===== src/rtl/lbs_pkg.sv =====
package lbs_pkg;

  // direction a bubble is travelling; decides which neighbour gets it next
  typedef enum logic {
    GO_LEFT  = 1'b0,
    GO_RIGHT = 1'b1
  } travel_e;

  // number of set bits in a word
  function automatic logic [31:0] ones32(input logic [31:0] v);
    logic [31:0] n;
    n = '0;
    for (int i = 0; i < 32; i++) n = n + {31'd0, v[i]};
    return n;
  endfunction

  // add with a ceiling instead of wrap-around
  function automatic logic [31:0] sat_add(input logic [31:0] acc,
                                          input logic [31:0] inc,
                                          input logic [31:0] lim);
    logic [32:0] sum;
    sum = {1'b0, acc} + {1'b0, inc};
    return (sum > {1'b0, lim}) ? lim : sum[31:0];
  endfunction

endpackage


===== src/rtl/lbs_detect.sv =====
module lbs_detect (
  input  logic clk,
  input  logic rst,
  input  logic en,       // effective (gated) transparent enable of this stage
  input  logic own_ph,   // raw phase this stage belongs to
  input  logic opp_ph,   // raw phase of the neighbours
  input  logic chg,      // data input toggled this cycle
  output logic late,
  output logic fatal
);
  logic en_q;
  logic shut_q;
  logic shut_win;

  // closed window: opens when an enabled phase ends, lasts until the other phase rises
  assign shut_win = (shut_q | (en_q & ~own_ph)) & ~opp_ph;
  assign late     = chg & en;
  assign fatal    = chg & shut_win;

  always_ff @(posedge clk) begin
    if (rst) begin
      en_q   <= 1'b0;
      shut_q <= 1'b0;
    end else begin
      en_q   <= en;
      shut_q <= shut_win;
    end
  end


  win_excl_chk: assert property (@(posedge clk) disable iff (rst)
    !(late && fatal))
    else $error("late and fatal windows overlap");

endmodule


===== src/rtl/lbs_bubble_net.sv =====
module lbs_bubble_net #(
  parameter int N_STAGE = 6
) (
  input  logic               clk,
  input  logic               rst,
  input  logic [N_STAGE-1:0] own_ph,
  input  logic [N_STAGE-1:0] late,
  output logic [N_STAGE-1:0] pend,
  output logic [N_STAGE-1:0] stall_evt
);
  import lbs_pkg::*;

  logic [N_STAGE-1:0] own_q;
  logic [N_STAGE-1:0] fall;
  logic [N_STAGE-1:0] req_l;     // bubble coming from the lower-index side
  logic [N_STAGE-1:0] req_r;     // bubble coming from the higher-index side
  logic [N_STAGE-1:0] arrive;
  logic [N_STAGE-1:0] stalled;
  travel_e            dir [N_STAGE];

  assign fall      = own_q & ~own_ph;
  assign stall_evt = pend & fall;   // a withheld phase has just ended

  for (genvar s = 0; s < N_STAGE; s++) begin : g_link
    if (s == 0) begin : g_lo_end
      assign req_l[s] = 1'b0;
    end else begin : g_lo
      assign req_l[s] = late[s-1] | (stall_evt[s-1] & (dir[s-1] == GO_RIGHT));
    end
    if (s == N_STAGE-1) begin : g_hi_end
      assign req_r[s] = 1'b0;
    end else begin : g_hi
      assign req_r[s] = late[s+1] | (stall_evt[s+1] & (dir[s+1] == GO_LEFT));
    end

    always_ff @(posedge clk) begin
      if (rst)            dir[s] <= GO_RIGHT;
      else if (arrive[s]) dir[s] <= req_l[s] ? GO_RIGHT : GO_LEFT;
    end
  end

  assign arrive = (req_l | req_r) & ~stalled & ~pend;

  always_ff @(posedge clk) begin
    if (rst) begin
      own_q   <= '0;
      pend    <= '0;
      stalled <= '0;
    end else begin
      own_q   <= own_ph;
      pend    <= (pend & ~stall_evt) | arrive;
      stalled <= ((|pend) ? stalled : '0) | arrive;
    end
  end


  pend_stable_chk: assert property (@(posedge clk) disable iff (rst)
    ((pend ^ $past(pend)) & own_ph & $past(own_ph)) == '0)
    else $error("bubble changed during an open phase");


  single_stall_chk: assert property (@(posedge clk) disable iff (rst)
    (stall_evt & $past(stall_evt)) == '0)
    else $error("stage withheld on consecutive cycles");

endmodule


===== src/rtl/lbs_stall_ctr.sv =====
module lbs_stall_ctr #(
  parameter int N_STAGE = 6,
  parameter int CNT_W   = 16
) (
  input  logic               clk,
  input  logic               rst,
  input  logic [N_STAGE-1:0] evt,
  output logic [CNT_W-1:0]   count
);
  import lbs_pkg::*;

  localparam logic [31:0] LIM = 32'((64'd1 << CNT_W) - 64'd1);

  logic [31:0] inc;
  logic [31:0] nxt;

  assign inc = ones32(32'(evt));
  assign nxt = sat_add(32'(count), inc, LIM);

  always_ff @(posedge clk) begin
    if (rst) count <= '0;
    else     count <= CNT_W'(nxt);
  end


  no_wrap_chk: assert property (@(posedge clk) disable iff (rst)
    count >= $past(count))
    else $error("stall count went backwards");


  step_max_chk: assert property (@(posedge clk) disable iff (rst)
    (32'(count) - 32'($past(count))) <= 32'(N_STAGE))
    else $error("stall count jumped too far");

endmodule


===== src/rtl/latch_bubble_ctrl.sv =====
module latch_bubble_ctrl #(
  parameter int N_STAGE = 6,
  parameter int CNT_W   = 16
) (
  input  logic               clk,
  input  logic               rst,
  input  logic               phase_a,
  input  logic               phase_b,
  input  logic [N_STAGE-1:0] din_tog,
  output logic [N_STAGE-1:0] latch_en,
  output logic               timing_err,
  output logic               fatal_err,
  output logic [CNT_W-1:0]   stall_count
);
  logic [N_STAGE-1:0] own_ph;
  logic [N_STAGE-1:0] opp_ph;
  logic [N_STAGE-1:0] late;
  logic [N_STAGE-1:0] fatal;
  logic [N_STAGE-1:0] pend;
  logic [N_STAGE-1:0] stall_evt;

  for (genvar s = 0; s < N_STAGE; s++) begin : g_stage
    if (s % 2 == 0) begin : g_even
      assign own_ph[s] = phase_a;
      assign opp_ph[s] = phase_b;
    end else begin : g_odd
      assign own_ph[s] = phase_b;
      assign opp_ph[s] = phase_a;
    end

    lbs_detect u_det (
      .clk    (clk),
      .rst    (rst),
      .en     (latch_en[s]),
      .own_ph (own_ph[s]),
      .opp_ph (opp_ph[s]),
      .chg    (din_tog[s]),
      .late   (late[s]),
      .fatal  (fatal[s])
    );
  end

  assign latch_en = own_ph & ~pend;

  lbs_bubble_net #(.N_STAGE(N_STAGE)) u_net (
    .clk       (clk),
    .rst       (rst),
    .own_ph    (own_ph),
    .late      (late),
    .pend      (pend),
    .stall_evt (stall_evt)
  );

  lbs_stall_ctr #(.N_STAGE(N_STAGE), .CNT_W(CNT_W)) u_ctr (
    .clk   (clk),
    .rst   (rst),
    .evt   (stall_evt),
    .count (stall_count)
  );

  always_ff @(posedge clk) begin
    if (rst) begin
      timing_err <= 1'b0;
      fatal_err  <= 1'b0;
    end else begin
      timing_err <= |late;
      fatal_err  <= |fatal;
    end
  end


  phase_excl_chk: assert property (@(posedge clk) disable iff (rst)
    !(phase_a && phase_b))
    else $error("phases overlap");


  gap_a_chk: assert property (@(posedge clk) disable iff (rst)
    $fell(phase_a) |-> !phase_b)
    else $error("no idle cycle after phase A");


  gap_b_chk: assert property (@(posedge clk) disable iff (rst)
    $fell(phase_b) |-> !phase_a)
    else $error("no idle cycle after phase B");

endmodule


===== config.mk =====
export PLATFORM = sky130hd
export DESIGN_NAME = latch_bubble_ctrl
export DESIGN_NICKNAME = d
export VERILOG_FILES = /design/src/rtl/lbs_pkg.sv /design/src/rtl/lbs_detect.sv /design/src/rtl/lbs_bubble_net.sv /design/src/rtl/lbs_stall_ctr.sv /design/src/rtl/latch_bubble_ctrl.sv
export SDC_FILE = /design/constraint.sdc
export NUM_CORES = 1
export LEC_CHECK = 0
export BUFFER_PORTS_ARGS = -buffer_cell sky130_fd_sc_hd__buf_2
export CORE_ASPECT_RATIO = 0.75
export CORE_UTILIZATION = 54
export DETAILED_ROUTE_END_ITERATION = 16
export PLACE_DENSITY = 0.76
export REMOVE_ABC_BUFFERS = 1
export SETUP_SLACK_MARGIN = 0.3
export SLEW_MARGIN = 15
export SYNTH_ARGS = -nofsm -noshare
export SYNTH_HDL_FRONTEND = slang
export SYNTH_SLANG_ARGS = --single-unit
export TNS_END_PERCENT = 10

===== constraint.sdc =====
create_clock -name clk -period 5.45 [get_ports clk]
set_input_delay 0.2725 -clock clk [delete_from_list [all_inputs] [get_ports clk]]
set_output_delay 0.2725 -clock clk [all_outputs]
set_load 0.01 [all_outputs]

# ---- Word level (Yosys, flattened, before mapping)
# Memories as Yosys holds them, arrays and structs flattened.
# Index checks and enable logic that the tools add are counted.
dict set report word_totals {
  register_bits 48
  ramBits 6
  in_bits 10
  output_inout_bits 24
  elab_cells 138
  n_memories 1
}
# memory words word_bits rd rd_clocked_by_memory_dff wr line
set mem_list {}
lappend mem_list {u_net.dir 6 1 6 0 6 lbs_bubble_net.sv:19} ;# travel_e dir [N_STAGE];
dict set report classes {
  addsub 6
  magnitude_cmp 1
  n_mux 33
  n_bitwise 76
  reduce_logical 3
}
# operator count
set ops {}
lappend ops {{32-bit by 1-bit adder with 32-bit output} 4}
lappend ops {{6-bit AND} 6}
lappend ops {{1-bit AND} 34}
lappend ops {{16-bit by 32-bit adder with 33-bit output} 1}
lappend ops {{33-bit by 16-bit greater-than comparator with 1-bit output (second input constant)} 1}
lappend ops {{1-bit two-way mux} 31}
lappend ops {{6-bit NOT} 4}
lappend ops {{1-bit bitwise OR} 22}
lappend ops {{6-bit OR reduction} 3}
lappend ops {{16-bit two-way mux} 1}
lappend ops {{6-bit bitwise OR} 2}
lappend ops {{1-bit NOT} 7}
lappend ops {{6-bit two-way mux} 1}
lappend ops {{6-bit by 5-bit bitwise OR with 6-bit output} 1}
lappend ops {{1-bit by 1-bit adder with 2-bit output} 1}

# ---- Logic depth before layout (Yosys ltp)
dict set report logic_depth {
  depth_word 12
  mapped_depth 15
}

# ---- Cells and area by module
# From an unflattened synthesis, not the netlist that was laid out.
dict set report unflattened {
  hier_cells 278
  hier_area_um2 2721.4
}
# module instances cells_each area_each_um2
set modules_own_cells {}
lappend modules_own_cells {lbs_bubble_net 1 112 1134.8}
lappend modules_own_cells {lbs_stall_ctr 1 98 915.9}
lappend modules_own_cells {lbs_detect 6 9 93.8}
lappend modules_own_cells {latch_bubble_ctrl 1 14 107.6}

# ---- Worst setup path after synthesis
# No wires, ideal clock.
dict set report synth_timing {
  kind {register to register}
  from {register u_net.own_q[4]}
  to {register u_ctr.count[10]}
  arrival_ns 3.711
  path_slack_ns 1.608
  path_stages_with_launch 13
  period_less_slack_ns 3.842
  path_cell_list {dfxtp_1 -> nor2b_1 -> and2_1 -> ha_1 -> fa_1 -> inv_1 -> fa_1 -> fa_1 -> fa_1 -> nand2b_2 -> a2111oi_2 -> xnor2_1 -> a21oi_2}
}
dict set report synth_between {
  elab_chain_cells 7
}
# element line
set synth_rtl {}
lappend synth_rtl {{from (decl)} lbs_bubble_net.sv:13} ;# logic [N_STAGE-1:0] own_q;
lappend synth_rtl {{from (signal assigned)} lbs_bubble_net.sv:50} ;# own_q <= own_ph;
lappend synth_rtl {{6-bit AND *} lbs_bubble_net.sv:21} ;# assign fall = own_q & ~own_ph;
lappend synth_rtl {{6-bit AND *} lbs_bubble_net.sv:22} ;# assign stall_evt = pend & fall;
lappend synth_rtl {{32-bit by 1-bit adder with 32-bit output * (2 in series)} lbs_pkg.sv:13} ;# for (int i = 0; i < 32; i++) n = n + {31'd0, v[i]};
lappend synth_rtl {{16-bit by 32-bit adder with 33-bit output *} lbs_pkg.sv:22} ;# sum = {1'b0, acc} + {1'b0, inc};
lappend synth_rtl {{33-bit by 16-bit greater-than comparator with 1-bit output} lbs_pkg.sv:23} ;# return (sum > {1'b0, lim}) ? lim : sum[31:0];
lappend synth_rtl {{16-bit two-way mux *} lbs_pkg.sv:23}
lappend synth_rtl {{to (signal assigned)} lbs_stall_ctr.sv:22} ;# else count <= CNT_W'(nxt);
lappend synth_rtl {{to (decl)} lbs_stall_ctr.sv:8} ;# output logic [CNT_W-1:0] count
# Mark *: on every way between the ends. The rest lies on a longest branch, timed or not.
# A chain may end at the register's enable or synchronous reset.

# ---- Worst setup path after layout
dict set report layout_timing {
  from {register u_net.own_q[3]}
  to {register u_ctr.count[13]}
}
dict set report layout_between {
  elab_chain_cells 8
}
# element line
set layout_rtl {}
lappend layout_rtl {{6-bit AND *} lbs_bubble_net.sv:21}
lappend layout_rtl {{6-bit AND *} lbs_bubble_net.sv:22}
lappend layout_rtl {{32-bit by 1-bit adder with 32-bit output * (3 in series)} lbs_pkg.sv:13}
lappend layout_rtl {{16-bit by 32-bit adder with 33-bit output *} lbs_pkg.sv:22}
lappend layout_rtl {{33-bit by 16-bit greater-than comparator with 1-bit output} lbs_pkg.sv:23}
lappend layout_rtl {{16-bit two-way mux *} lbs_pkg.sv:23}
# Marked as above.

==> impl_metrics.csv <==
group,metric,value,unit
floorplan,top_level_ports,34,
layout,area_delta_synth_final,11.1,%
layout,antennaDiodeCount,0,
routing,routed_via_density,5.68,
clocking,clock_tree_from_tritoncts,"done",
timing,timing.final.hold_violations,0,
layout,fillers,390,
synth,post-synth-top-count-cell,"dfxtp_1",
synth,synth.area.top_cells,"dfxtp_1, edfxtp_1, nor2b_1",
routing,drc,0,
timing,max_freq,221,MHz
floorplan,dieArea,4930,um^2
routing,routed_wirelength,5.19,mm
synth,synth-seq-cells,50,
timing,final_max_slew_viol_count,0,
critical_path,timing.critical_path.arrival,4.74,ns
floorplan,die_height,61.0,um
critical_path,timing_worst_setup_path_type,"register to register",
clocking,ctsHtreeMaxLevel,2,
critical_path,start_kind,"register",
layout,nets,312,
floorplan,rows,21,
critical_path,critPathMaxFanout,12,
timing,final.setup_skew,0.00627,ns
floorplan,core_area,4470,um^2
timing,setup-violations-final,0,
synth,asyncSetResetFlopFracSynth,0,%
place,buffer_ports.inserted,33,
timing,layout_worst_path_cycle_share,82.9,%
clocking,clk_pin_slew_worst_setup_hold_paths,0.09,ns
critical_path,worstPathRequired,5.67,ns
clocking,clock_tree.buffer_depth,2,
floorplan,initial_utilization,56.2,%
clocking,cts.sink_count,50,
layout,multiInputGateArea,1310,um^2
power,post-layout-total-power,848,uW
flow_run,max-cap-violations,0,
global_route,first_global_vias,1753,
power,leakage,0.00124,uW
synth,yosysWarnings,0,
synth,ys_top_cells_by_count,"dfxtp_1, nor2_1, nand2_1, a21oi_1",
critical_path,cpMaxStageDelayCell,"fa_1",
worst_hold_path,min-delay-path-class,"input pin to register",
place,gp_congestion,0.868,
timing,grt_setup_unrepaired,"no",
global_route,grt_overflow,0,
floorplan,die_x,80.7,um
critical_path,timing.critical_path.to_type,"register",
timing,accumulated_negative_setup_slack,0,ns
global_route,grt_max_degree,35,
critical_path,critical-path-top-cell-by-count,"fa_1",
power,power.density,304,nW/um^2
synth,yosys.area.top_type,"dfxtp_1",
timing,worst_slew_pin_slew,0.668,ns
outcome,run_status,"finished, final reports clean",
timing,headroom_to_the_max_slew_limit,55.5,%
routing,final_antenna_net_count,0,
critical_path,slowest_delay,0.53,ns
clocking,number_of_gates_resized_after_cts,0,
place,place_hpwl,3.85,mm
layout,seqCellArea,1050,um^2
synth,most_used_flip_flop_cell_after_synthesis,"dfxtp_1",
clocking,clock_latency_of_the_later_clocked_register_in_the_worst_skew_pair,0.30,ns
routing,route.detailed.wl_per_inst,14.8,um
synth,ys_types,56,
routing,route.vias.total,2000,
clocking,post-cts-setup-buffers,0,
layout,post_route_cells_drive_above_1_share,19.3,%
synth,netlist.area_leader.share,35.9,%
synth,post_synth_inst_count,269,
routing,drt-pass1-iter-count,4,
synth,post_synth_edffs,5,
synth,post_synth_instance_area,2510,um^2
synth,synthesized_area_divided_by_synthesized_cell_count,9.33,um^2
critical_path,critical_path_cell_list,"nor2b_1 -> and2_1 -> ha_1 -> fa_1 -> inv_1 -> fa_1 -> fa_1 -> fa_1 -> nand2b_2 -> a21oi_1 -> nand4_1 -> a31oi_1",
power,irDropWorstVdd,0.000212,V
clocking,postCtsHoldBufs,0,
clocking,cts_buffers,5,
global_route,grtUsageTotal,22.8,%
routing,drt-initial-drc-count,115,
timing,finalCriticalPeriod,4.52,ns
global_route,grt_pass1_wl,8.39,mm
place,post_dp_cell_area,2650,um^2
global_route,number_of_antenna_violations_at_the_first_check_in_global_routing,0,
timing,smallest_hold_slack,0.261,ns
clocking,root_buffer,"clkbuf_8",
synth,synth.yosys.seq_area_share,41.9,%
layout,design_area,2790,um^2
metal layers:
layer / global-route usage (%) / part of all wire (%) / wire length, um
met5: 0 / 0 / 0
met4: 7.14 / 1.1 / 57
met3: 4.74 / 5.6 / 289
met2: 31.7 / 40 / 2080
met1: 35.2 / 53 / 2760
cells in the final DEF, fill, tap and decap left out, drive strengths merged, types with 3 or more instances in the layout:
cell type	n
dfxtp	45
nor4bb	3
nor3	6
and2	7
nor2b	15
inv	15
a21oi	17
a21o	10
buf	33
o21a	3
nand2b	3
or3	3
and4b	4
xor2	4
fa	4
clkbuf	5
nand2	20
a31oi	7
nor4	4
ha	4
and3b	5
o21ai	14
nand3	5
edfxtp	5
nor2	23
kinds of logic after synthesis:
| logic type | after synthesis | share of synthesized area (%) |
|---|---|---|
| XOR/XNOR | 6 | 2.09 |
| adder cells (fa/ha/maj) | 8 | 5.19 |
| other | 1 | 0.149 |
| flip-flops | 50 | 41.9 |
| buffers and inverters | 30 | 5.88 |
| AO/OA/AOI/OAI | 66 | 19.0 |
| AND/OR/NAND/NOR | 108 | 25.8 |
stage by stage:
step	std cells	setup slack [ns]	util (%)
6_report	352	0.930	62.4
5_1_grt	352	0.639	62.4
4_1_cts	352	0.988	62.4
3_5_place_dp	344	0.895	59.4
3_3_place_gp	344	1.01	59.4
2_1_floorplan	254	1.48	-
layout make-up:
class / instances / area share (%)
multi-input cells: 189 / 47.0
repair buffers: 33 / 5.93
clock buffers: 5 / 2.47
flip-flops and latches: 50 / 37.7
inverters: 15 / 2.02
clock inverters: 3 / 2.29
well taps: 57 / 2.56
worst paths after layout:
path,startpoint,to,slack (ns),cells after the start
min reg2reg,u_net.stalled[3]$_SDFF_PP0_,u_net.stalled[3]$_SDFF_PP0_,0.46,1
max,u_net.own_q[3]$_SDFF_PP0_,u_ctr.count[13]$_SDFF_PP0_,0.93,12
max reg2reg,u_net.own_q[3]$_SDFF_PP0_,u_ctr.count[13]$_SDFF_PP0_,0.93,12
min,din_tog[0],timing_err$_SDFF_PP0_,0.26,3
flip-flops by register name, indices dropped and copies added (netlist names):
| register | cells |
|---|---|
| u_net.pend | 6 |
| u_net.stalled | 6 |
| timing_err | 1 |
| u_ctr.count | 16 |
| fatal_err | 1 |
| u_net.own_q | 2 |
| g_stage.u_det.en_q | 6 |
| u_net.dir | 6 |
| g_stage.u_det.shut_q | 6 |
report_power, final:
group          internal, uW  switching (uW)  total, uW
Combinational          53.4            64.4        118
Sequential              402            29.8        432
Clock                   182             117        298
Total                   637             211        848
worst max-delay path: cells and delay by family, from the launching register on:
kind            cells  cell delay (ns)
fa+ha+maj           5             2.16
flops               1             0.40
buf+inv             1             0.05
simple gates        4             1.26
compound gates      2             0.55
Power figures use the tool's default switching activity.
